[src/rtl/tmr_pkg.sv]
package tmr_pkg;

    localparam int PRE_W  = 8;
    localparam int CTRL_W = 5;

    typedef enum logic [1:0] {
        MODE_STOP,
        MODE_DELAY,
        MODE_EVENT,
        MODE_PULSE
    } tmr_mode_e;

    function automatic tmr_mode_e decode_mode(input logic [3:0] sel);
        if (sel == 4'd0)      return MODE_STOP;
        else if (sel == 4'd8) return MODE_EVENT;
        else if (sel[3])      return MODE_PULSE;
        else                  return MODE_DELAY;
    endfunction

    function automatic logic [PRE_W-1:0] pre_divisor(input logic [2:0] code);
        logic [PRE_W-1:0] div;
        case (code)
            3'd1:    div = PRE_W'(4);
            3'd2:    div = PRE_W'(10);
            3'd3:    div = PRE_W'(16);
            3'd4:    div = PRE_W'(50);
            3'd5:    div = PRE_W'(64);
            3'd6:    div = PRE_W'(100);
            3'd7:    div = PRE_W'(200);
            default: div = PRE_W'(1);
        endcase
        return div;
    endfunction

endpackage

[src/rtl/tmr_prescaler.sv]
module tmr_prescaler
    import tmr_pkg::*;
(
    input  logic             clk,
    input  logic             rst_n,
    input  logic             run,
    input  logic             clear,
    input  logic [PRE_W-1:0] divisor,
    output logic             tick
);

    typedef struct packed {
        logic [PRE_W-1:0] cnt;
    } pre_state_t;

    pre_state_t pre_d, pre_q;

    always_comb begin
        pre_d = pre_q;
        tick  = run && (pre_q.cnt == divisor - PRE_W'(1));
        if (run) begin
            pre_d.cnt = tick ? '0 : pre_q.cnt + PRE_W'(1);
        end
        if (clear) begin
            pre_d.cnt = '0;
        end
    end

    always_ff @(posedge clk) begin
        if (!rst_n) pre_q <= '0;
        else        pre_q <= pre_d;
    end


    pre_range_chk: assert property (@(posedge clk) disable iff (!rst_n)
        pre_q.cnt < divisor);

endmodule

[src/rtl/tmr_edge.sv]
module tmr_edge (
    input  logic clk,
    input  logic rst_n,
    input  logic tin,
    input  logic pol,
    output logic lvl,
    output logic fall,
    output logic rise
);

    typedef struct packed {
        logic lvl;
    } edge_state_t;

    edge_state_t edge_d, edge_q;

    always_comb begin
        lvl        = tin ^ pol;
        edge_d.lvl = lvl;
        fall       = edge_q.lvl && !lvl;
        rise       = !edge_q.lvl && lvl;
    end

    always_ff @(posedge clk) begin
        if (!rst_n) edge_q <= '0;
        else        edge_q <= edge_d;
    end

endmodule

[src/rtl/tmr_channel.sv]
module tmr_channel
    import tmr_pkg::*;
#(
    parameter int DATA_W = 8
) (
    input  logic              clk,
    input  logic              rst_n,
    input  logic              wr_en,
    input  logic              wr_sel,
    input  logic [DATA_W-1:0] wr_data,
    input  logic              rd_sel,
    output logic [DATA_W-1:0] rd_data,
    input  logic              tin,
    input  logic              edge_pol,
    output logic              tout,
    output logic              tmr_irq,
    output logic              pend_irq
);

    typedef struct packed {
        logic [DATA_W-1:0] cnt;
        logic [DATA_W-1:0] reload;
        logic [CTRL_W-1:0] ctrl;
        logic              tout;
        logic              irq;
        logic              pend;
    } chan_state_t;

    chan_state_t ch_d, ch_q;

    tmr_mode_e        mode;
    logic [PRE_W-1:0] divisor;
    logic             pre_run;
    logic             pre_clear;
    logic             pre_tick;
    logic             in_lvl;
    logic             in_fall;
    logic             in_rise;
    logic             count_tick;
    logic             ctrl_wr;
    logic             data_wr;

    assign mode    = decode_mode(ch_q.ctrl[3:0]);
    assign divisor = pre_divisor(ch_q.ctrl[2:0]);
    assign ctrl_wr = wr_en && !wr_sel;
    assign data_wr = wr_en && wr_sel;

    assign pre_run   = (mode == MODE_DELAY) || ((mode == MODE_PULSE) && !in_lvl);
    assign pre_clear = (mode == MODE_STOP) || (mode == MODE_EVENT) ||
                       (ctrl_wr && (wr_data[2:0] != ch_q.ctrl[2:0]));

    tmr_edge edge_i (
        .clk   (clk),
        .rst_n (rst_n),
        .tin   (tin),
        .pol   (edge_pol),
        .lvl   (in_lvl),
        .fall  (in_fall),
        .rise  (in_rise)
    );

    tmr_prescaler pre_i (
        .clk     (clk),
        .rst_n   (rst_n),
        .run     (pre_run),
        .clear   (pre_clear),
        .divisor (divisor),
        .tick    (pre_tick)
    );

    assign count_tick = pre_tick || ((mode == MODE_EVENT) && in_fall);

    always_comb begin
        ch_d      = ch_q;
        ch_d.irq  = 1'b0;
        ch_d.pend = (mode == MODE_PULSE) && in_rise;
        if (count_tick) begin
            if (ch_q.cnt == DATA_W'(1)) begin
                ch_d.cnt  = ch_q.reload;
                ch_d.tout = !ch_q.tout;
                ch_d.irq  = 1'b1;
            end else begin
                ch_d.cnt = ch_q.cnt - DATA_W'(1);
            end
        end
        if (data_wr) begin
            ch_d.reload = wr_data;
            if (mode == MODE_STOP) begin
                ch_d.cnt = wr_data;
            end
        end
        if (ctrl_wr) begin
            ch_d.ctrl = wr_data[CTRL_W-1:0];
            if (wr_data[4]) begin
                ch_d.tout = 1'b0;
            end
        end
    end

    always_ff @(posedge clk) begin
        if (!rst_n) ch_q <= '0;
        else        ch_q <= ch_d;
    end

    assign rd_data  = rd_sel ? ch_q.cnt : DATA_W'(ch_q.ctrl);
    assign tout     = ch_q.tout;
    assign tmr_irq  = ch_q.irq;
    assign pend_irq = ch_q.pend;


    cnt_hold_chk: assert property (@(posedge clk) disable iff (!rst_n)
        (!count_tick && !data_wr) |=> (ch_q.cnt == $past(ch_q.cnt)));


    stop_hold_chk: assert property (@(posedge clk) disable iff (!rst_n)
        ((mode == MODE_STOP) && !data_wr) |=> (ch_q.cnt == $past(ch_q.cnt)));


    irq_single_chk: assert property (@(posedge clk) disable iff (!rst_n)
        tmr_irq |=> !tmr_irq);


    irq_toggle_chk: assert property (@(posedge clk) disable iff (!rst_n)
        (tmr_irq && !$past(ctrl_wr && wr_data[4])) |-> (tout != $past(tout)));


    pend_mode_chk: assert property (@(posedge clk) disable iff (!rst_n)
        pend_irq |-> ($past(mode) == MODE_PULSE));


    pend_single_chk: assert property (@(posedge clk) disable iff (!rst_n)
        pend_irq |=> !pend_irq);

endmodule

[config.mk]
export PLATFORM = sky130hd
export DESIGN_NAME = tmr_channel
export DESIGN_NICKNAME = d
export VERILOG_FILES = /design/src/rtl/tmr_pkg.sv /design/src/rtl/tmr_prescaler.sv /design/src/rtl/tmr_edge.sv /design/src/rtl/tmr_channel.sv
export SDC_FILE = /design/constraint.sdc
export NUM_CORES = 1
export LEC_CHECK = 0
export ABC_CLOCK_PERIOD_IN_PS = 5200
export CELL_PAD_IN_SITES_DETAIL_PLACEMENT = 0
export CELL_PAD_IN_SITES_GLOBAL_PLACEMENT = 1
export CORE_MARGIN = 2
export CORE_UTILIZATION = 44
export CTS_BUF_LIST = sky130_fd_sc_hd__clkbuf_16
export CTS_CLUSTER_SIZE = 40
export DETAILED_ROUTE_END_ITERATION = 8
export PLACE_DENSITY_LB_ADDON = 0.1
export RECOVER_POWER = 50
export SLEW_MARGIN = 20
export SYNTH_ARGS = -nofsm -noshare
export SYNTH_HDL_FRONTEND = slang
export SYNTH_SLANG_ARGS = --single-unit
[constraint.sdc]
create_clock -name clk -period 5.2 [get_ports clk]
set_input_delay 1.04 -clock clk [delete_from_list [all_inputs] [get_ports clk]]
set_output_delay 1.04 -clock clk [all_outputs]
set_load 0.005 [all_outputs]
==> flow_summary.ini, run 1 <==
[floorplan]
core_um2 = 4290
rows = 24
dieWidth_um = 70.4
initial_core_util_pct = 45.1
die-area_um2 = 4950
die_h_um = 70.4
io_pins = 26

[critical_path]
crit_chain = clkdlybuf4s50_1 -> mux2_2 -> clkdlybuf4s50_1
end_kind = output port
crit_top_cell = clkdlybuf4s50_1
crit_fanout = 8
critical-path-slowest-cell = clkdlybuf4s50_1
critPathMaxStageDelay_ns = 0.71
worstPathArrival_ns = 2.58
startpoint = rd_sel
start_kind = input pin
crit_required_ns = 4.16
r2r_start = ch_q[5]
worstSetupPathType = in -> out

[synthesis]
yosys_warnings = 0
synth_common_cells = 33 x dfxtp_1, 26 x nand2_1, 15 x nand3_1, 15 x nor2_1, 11 x nor3_1
ys_ff_latch = 33
synth_area_leaders = dfxtp_1 34%, nand2_1 5.0%, mux2i_1 4.1%
ys.flop_type = dfxtp_1
synth.distinct_cells = 52
yosys.area.top_type = dfxtp_1
syn_inst = 235
synthArstFlopShare_pct = 0
synth_edf_count = 0
yosysSeqAreaShare_pct = 34.1
netlist_area_um2 = 1940
syn-num-nets = 253
synthMostInstantiatedCell = dfxtp_1
syn_area_per_cell_um2 = 8.25
synth.top_cell.area_share_pct = 34.1

[grt]
grt_max_degree = 26
grt_pass1_wl_mm = 8.00
antenna_found_initial = 0
grt.overflow.total = 0
grt_util_all_layers_pct = 20.5
grt_pass1_vias = 1591

[route]
first_pass_iters = 4
vias = 1675
wire_per_inst_um = 15.4
dr.first_iter.drc_count = 98
drc = 0
drt-total-wl_mm = 4.67
vias_per_cell = 5.51
ant_nets = 0

[hold_path]
hp-class = reg -> reg
hold_start = edge_i.edge_q

[cts]
cts_resized = 0
cts_tree = yes
post-cts-setup-buffer-count = 0
cts_hold_buf = 0
cts_buffers = 5
htreeDepth = 2
clk_pin_slew_ns = 0.05
root_buffer = clkbuf_16
cts_num_sinks = 33
clock_path_buffers = 2
insertion_delay_ns = 0.28

[place]
portBuffers = 25
dpl.hpwl_mm = 3.22
preCtsSetupSlack_ns = 1.55
place_congestion = 0.829
dpl.cell_count = 297

[sta]
setup_ws_ns = 1.58
hold_viol = 0
worstMarginPinSlew_ns = 0.780
fmax_mhz = 276
fin_setup_tns_ns = 0
min_period_ns = 3.62
fin_skew_ns = 0.00359
whs_ns = 0.423
slew_violations = 0
timing.final.crit_share_pct = 69.7
setup_viol = 0
slew_headroom_pct = 47.8
rsz0062_at_grt = no

[layout]
n_antenna_cell = 0
multi_input_area_um2 = 1180
layout.nets = 270
fin_cells = 304
drive_gt1_share_pct = 7.54
fin_util_pct = 53.7
fill_cells = 401
ff_latch_area_um2 = 661
areaGrowthSynthToFinish_pct = 19.0

[power_and_ir_drop]
power_density_nw_per_um2 = 312
vdd_drop_max_mv = 0.164
p_leak_nw = 0.838

[run_status]
status = finished, final reports clean

[job]
cap_violations = 0
[worst max-delay path: cells and delay by family]
| family | cells | cell delay (ns) |
|---|---|---|
| buffers and inverters | 2 | 1.16 |
| multiplexers | 1 | 0.38 |
[placed cells by master, fill, tap and decap left out, types with 2 or more instances in the layout]
cell type / Yosys / layout
nand2_1: 26 / 26
nor4_1: 2 / 2
mux2_2: 6 / 6
mux2i_1: 8 / 8
a21boi_0: 10 / 10
nor3_1: 11 / 11
clkbuf_16: 0 / 5
inv_1: 5 / 6
o21ai_0: 7 / 8
ha_1: 3 / 3
xnor2_1: 5 / 5
dlygate4sd3_1: 0 / 6
or3_1: 3 / 3
and2_1: 4 / 4
nor2_1: 15 / 15
nand4_1: 3 / 3
a21oi_1: 8 / 8
nand3_1: 15 / 15
xor2_1: 8 / 8
o21ai_1: 5 / 4
a31oi_1: 5 / 5
nand2b_1: 4 / 4
and3_1: 2 / 2
dfxtp_1: 33 / 33
o211ai_1: 2 / 2
clkdlybuf4s50_1: 0 / 19
nor2b_1: 6 / 6
[sequential cells by signal, indices dropped and copies added, names as in the netlist]
| name | cells |
|---|---|
| pend_irq | 1 |
| edge_i.edge_q | 1 |
| tmr_irq | 1 |
| pre_i.pre_q | 8 |
| ch_q | 21 |
| tout | 1 |
[per-stage QoR]
stage,total power [mW],instance area (um^2)
finish,0.721,2310
global route,0.760,2310
CTS,0.725,2310
detailed placement,0.451,2170
global placement,0.451,2170
floorplan,0.404,1940
[per-layer routing]
metal / vias up / track usage (%) / part of all wire, %
met5: - / 0 / 0
met3: 5 / 4.33 / 3.5
met1: 767 / 30.2 / 53
met2: 31 / 29.9 / 42
met4: 0 / 5.77 / 1.2
li1: 872 / - / -
[power breakdown]
group / switching (mW) / internal, mW / leakage [nW]
sequential: 0.0231 / 0.268 / 0.269
clock: 0.104 / 0.171 / 0.0685
combinational: 0.0792 / 0.0749 / 0.500
total: 0.206 / 0.514 / 0.838
[final timing paths]
check | endpoint | slack [ns] | cells after the start
setup / recovery | rd_data[3] | 1.58 | 3
hold / removal | pend_irq | 0.42 | 1
setup reg to reg | ch_q[21] | 2.74 | 6
hold reg to reg | pend_irq | 0.42 | 1
[cells by family after synthesis]
kind of cell | after synthesis | synth area share, %
and+or+nand+nor | 101 | 27.3
AOI/OAI and AO/OA | 51 | 18.1
DFF | 33 | 34.1
buffers and inverters | 20 | 5.04
muxes | 14 | 7.62
xor gates and xnor gates | 13 | 5.87
adders and majority gates | 3 | 1.94
[layout make-up]
cell class / instances / area share (%)
multi-input combinational: 182 / 51.1
sequential: 33 / 28.6
timing repair buffer: 25 / 10.8
clock buffer: 5 / 5.42
tap: 52 / 2.82
inverter: 5 / 0.813
clock inverter: 2 / 0.325
(Power assumes the default switching activity.)
==> run 2: changes to the inputs <==
Settings changed: ABC_CLOCK_PERIOD_IN_PS 5200 to 3100, CORE_UTILIZATION 44 to 37.
Clock period 5.2 ns to 3.1 ns, I/O delays scaled along.
==> flow_summary.ini, run 2 (synthesis results as in run 1) <==
[place]
place_congestion = 0.753
dpl.cell_count = 321
place_area_um2 = 2240
dpl.hpwl_mm = 3.50
portBuffers = 25

[critical_path]
start_kind = input pin
r2r_end = ch_q[16]
crit_fanout = 8
crit_end = rd_data[2]
crit_required_ns = 2.48
end_kind = output port
worstSetupPathType = in -> out
worstPathArrival_ns = 2.23
r2r_start = ch_q[5]
startpoint = rd_sel
rr_worst_depth = 7
rrSetupSlack_ns = 0.68

[grt]
antenna_found_initial = 0
grt.overflow.total = 0
grt_max_degree = 16
grt_util_all_layers_pct = 18.1
grt_pass1_wl_mm = 8.37
grt_pass1_vias = 1633

[run_status]
status = finished, final reports clean

[layout]
fin_area_um2 = 2370
largest_register_ff_count = 21
n_antenna_cell = 0
layout.nets = 276
fin_cells = 329
top_regs = ch_q: 21 flops, pre_i.pre_q: 8 flops
final_common_cell = dfxtp_1
fin_util_pct = 46.7
regMostFlops = ch_q
layout_common_cells = 33 x dfxtp_1, 26 x nand2_1, 20 x clkdlybuf4s50_1, 15 x nor2_1, 15 x nand3_1
drive_gt1_share_pct = 8.88
areaGrowthSynthToFinish_pct = 22.2

[sta]
timing.final.crit_share_pct = 91.9
whs_ns = 0.451
slew_headroom_pct = 50.5
min_period_ns = 2.85
rsz0062_at_grt = no
hold_viol = 0
slew_violations = 0
fmax_mhz = 351
setup_viol = 0
fin_skew_ns = 0.00581
worstMarginPinSlew_ns = 0.736
fin_setup_tns_ns = 0

[job]
cap_violations = 0

[floorplan]
initial_core_util_pct = 38.2
dieWidth_um = 76.4
die-area_um2 = 5830
core_um2 = 5070
io_pins = 26
die_h_um = 76.4
rows = 26

[cts]
cts_buffers = 5
cts_num_sinks = 33
post-cts-setup-buffer-count = 0
cts_tree = yes
clock_path_buffers = 2
htreeDepth = 2
cts_resized = 0
root_buffer = clkbuf_16
clk_pin_slew_ns = 0.05
cts_hold_buf = 0
insertion_delay_ns = 0.28

[route]
wire_per_inst_um = 15.2
drt-total-wl_mm = 5.01
drc = 0
vias_per_cell = 5.25
vias = 1726
first_pass_iters = 4
ant_nets = 0
dr.first_iter.drc_count = 123

[power_and_ir_drop]
p_leak_nw = 0.855
power_density_nw_per_um2 = 520
vdd_drop_max_mv = 0.218

[hold_path]
hp-class = reg -> reg
==> run 2: per-stage QoR <==
step                      power (mW)  setup slack, ns
after floorplan                0.678             1.00
after global placement         0.768            0.248
after detailed placement       0.768            0.239
after CTS                       1.24            0.231
after global routing            1.29            0.204
final                           1.23            0.251
==> run 2: how the worst min path moves through the flow <==
stage / startpoint / slack, ns / to / cells after the start
final: edge_i.edge_q / 0.45 / pend_irq / 1
after global routing: edge_i.edge_q / 0.47 / pend_irq / 1
after floorplan: edge_i.edge_q / 0.40 / pend_irq / 1
after detailed placement: edge_i.edge_q / 0.45 / pend_irq / 1
after global placement: edge_i.edge_q / 0.43 / pend_irq / 1
after CTS: edge_i.edge_q / 0.46 / pend_irq / 1
==> run 2: cell type report <==
cell class	instances	area, um^2
repair buffers	31	288
clock inverters	3	12.5
clock buffers	5	125
well taps	70	87.6
fillers	531	2710
flip-flops and latches	33	661
multi-input cells	182	1180
inverters	5	18.8
==> run 2: power breakdown <==
part           internal [mW]  switching [mW]  total, mW
Combinational          0.132           0.136      0.268
Clock                  0.290           0.185      0.475
Sequential             0.450          0.0391      0.489
==> run 2: worst max-delay path: stages <==
cell and delay [ns]:
clkdlybuf4s50_1 0.76, mux2_2 0.40, clkdlybuf4s50_1 0.44
==> run 2: metal layers <==
metal	track usage (%)	wire, um
met1	27.9	2750
met5	0	0
met3	4.03	194
met2	24.9	2010
met4	5.09	46
==> run 3: changes to the inputs <==
Settings changed: PLACE_DENSITY set to 0.73, PLACE_DENSITY_LB_ADDON 0.1 to unset, TNS_END_PERCENT set to 30.
==> flow_summary.ini, run 3 (synthesis results as in run 1) <==
[run_status]
status = finished, final reports clean

[sta]
timing.final.crit_share_pct = 91.2
slew_violations = 0
rsz0062_at_grt = no
setup_viol = 0
min_period_ns = 2.83
fin_skew_ns = 0.00392
worstMarginPinSlew_ns = 0.688
hold_viol = 0
fmax_mhz = 354
whs_ns = 0.420
fin_setup_tns_ns = 0
slew_headroom_pct = 53.8
setup_ws_ns = 0.272

[cts]
cts_resized = 0
clock_path_buffers = 2
clk_pin_slew_ns = 0.05
cts_num_sinks = 33
post-cts-setup-buffer-count = 0
cts_buffers = 5
root_buffer = clkbuf_16
htreeDepth = 2
insertion_delay_ns = 0.28
cts_hold_buf = 0
cts_tree = yes

[grt]
grt_pass1_wl_mm = 8.05
antenna_found_initial = 0
grt_pass1_vias = 1618
grt.overflow.total = 0
grt_util_all_layers_pct = 17.2
grt_max_degree = 16

[place]
place_area_um2 = 2250
place_congestion = 0.754
preCtsSetupSlack_ns = 0.264
dpl.hpwl_mm = 3.35
portBuffers = 25

[power_and_ir_drop]
p_sw_share_pct = 28.5
switching_power_mw = 0.347
p_leak_nw = 0.859
vdd_drop_max_mv = 0.239
power_mw = 1.22
seqPwrFrac_pct = 40.0
combPwrFrac_pct = 22.0
intPower_mw = 0.870
power_density_nw_per_um2 = 513
pwr-share-clk_pct = 37.9

[floorplan]
io_pins = 26
dieWidth_um = 76.4
initial_core_util_pct = 38.2
die_h_um = 76.4
core_um2 = 5070
die-area_um2 = 5830
rows = 26

[hold_path]
hp-class = reg -> reg

[critical_path]
rr_worst_depth = 7
crit_fanout = 8
crit_top_cell = clkdlybuf4s50_1
crit_chain = clkdlybuf4s50_1 -> mux2_2 -> clkdlybuf4s50_1
worstPathArrival_ns = 2.21
start_kind = input pin
crit_end = rd_data[2]
rrSetupSlack_ns = 0.73
critical-path-slowest-cell = clkdlybuf4s50_1
worstSetupPathType = in -> out
end_kind = output port
crit_required_ns = 2.48
critPathMaxStageDelay_ns = 0.74
r2r_end = ch_q[16]
r2r_start = ch_q[5]
startpoint = rd_sel

[layout]
top_regs = ch_q: 21 flops, pre_i.pre_q: 8 flops
n_antenna_cell = 0
final_common_cell = dfxtp_1
drive_gt1_share_pct = 8.88
largest_register_ff_count = 21
areaGrowthSynthToFinish_pct = 22.3
layout.nets = 277
fill_cells = 551
fin_area_um2 = 2370
regMostFlops = ch_q
layout_common_cells = 33 x dfxtp_1, 26 x nand2_1, 20 x clkdlybuf4s50_1, 15 x nor2_1, 15 x nand3_1

[route]
vias = 1732
dr.first_iter.drc_count = 99
ant_nets = 0
drt-total-wl_mm = 4.65
drc = 0
vias_per_cell = 5.26
wire_per_inst_um = 14.1
first_pass_iters = 4

[job]
cap_violations = 0
[run 3: cell count changes in the layout (fill, tap and decap cells not counted)]
cell / before / now
clkinv_1: 2 / 1
buf_4: 4 / 5
clkinv_2: 1 / 0
inv_1: 5 / 6
[run 3: worst max-delay path: cells and delay by family]
kind                   cells  cell delay [ns]
muxes                      1             0.40
buffers and inverters      2             1.18
[run 3: through the flow]
stage                     cells  utilization [%]
final                       329             46.7
after CTS                   329             46.9
after global routing        329             46.7
after floorplan             235                -
after detailed placement    322             44.3
after global placement      322             44.3
[run 3: worst min path at each step]
stage / from / endpoint / slack, ns / cells past startpoint
5_1_grt: edge_i.edge_q / pend_irq / 0.45 / 1
3_3_place_gp: edge_i.edge_q / pend_irq / 0.42 / 1
4_1_cts: edge_i.edge_q / pend_irq / 0.43 / 1
6_report: edge_i.edge_q / pend_irq / 0.42 / 1
2_1_floorplan: edge_i.edge_q / pend_irq / 0.40 / 1
3_5_place_dp: edge_i.edge_q / pend_irq / 0.41 / 1
[run 3: power groups by stage]
stage | logic (mW) | registers, mW | clock network [mW]
6_report | 0.268 | 0.487 | 0.461
5_1_grt | 0.300 | 0.492 | 0.488
4_1_cts | 0.274 | 0.487 | 0.470
3_5_place_dp | 0.272 | 0.496 | 0
3_3_place_gp | 0.272 | 0.495 | 0
2_1_floorplan | 0.199 | 0.479 | 0
[run 3: layer usage]
metal | part of all wire [%] | vias up | track usage [%]
met3 | 3.3 | 6 | 3.79
met5 | 0 | - | 0
met1 | 54 | 808 | 25.0
met4 | 1.3 | 0 | 5.45
li1 | - | 892 | -
met2 | 41 | 26 | 25.3
[run 3: area by class of cell]
class	instances	area, um^2	share of cell area, %
multi-input cells	182	1180	49.6
flip-flops and latches	33	661	27.9
repair buffers	32	295	12.5
clock buffers	5	125	5.28
well taps	70	87.6	3.69
inverters	5	18.8	0.792
clock inverters	2	7.51	0.317
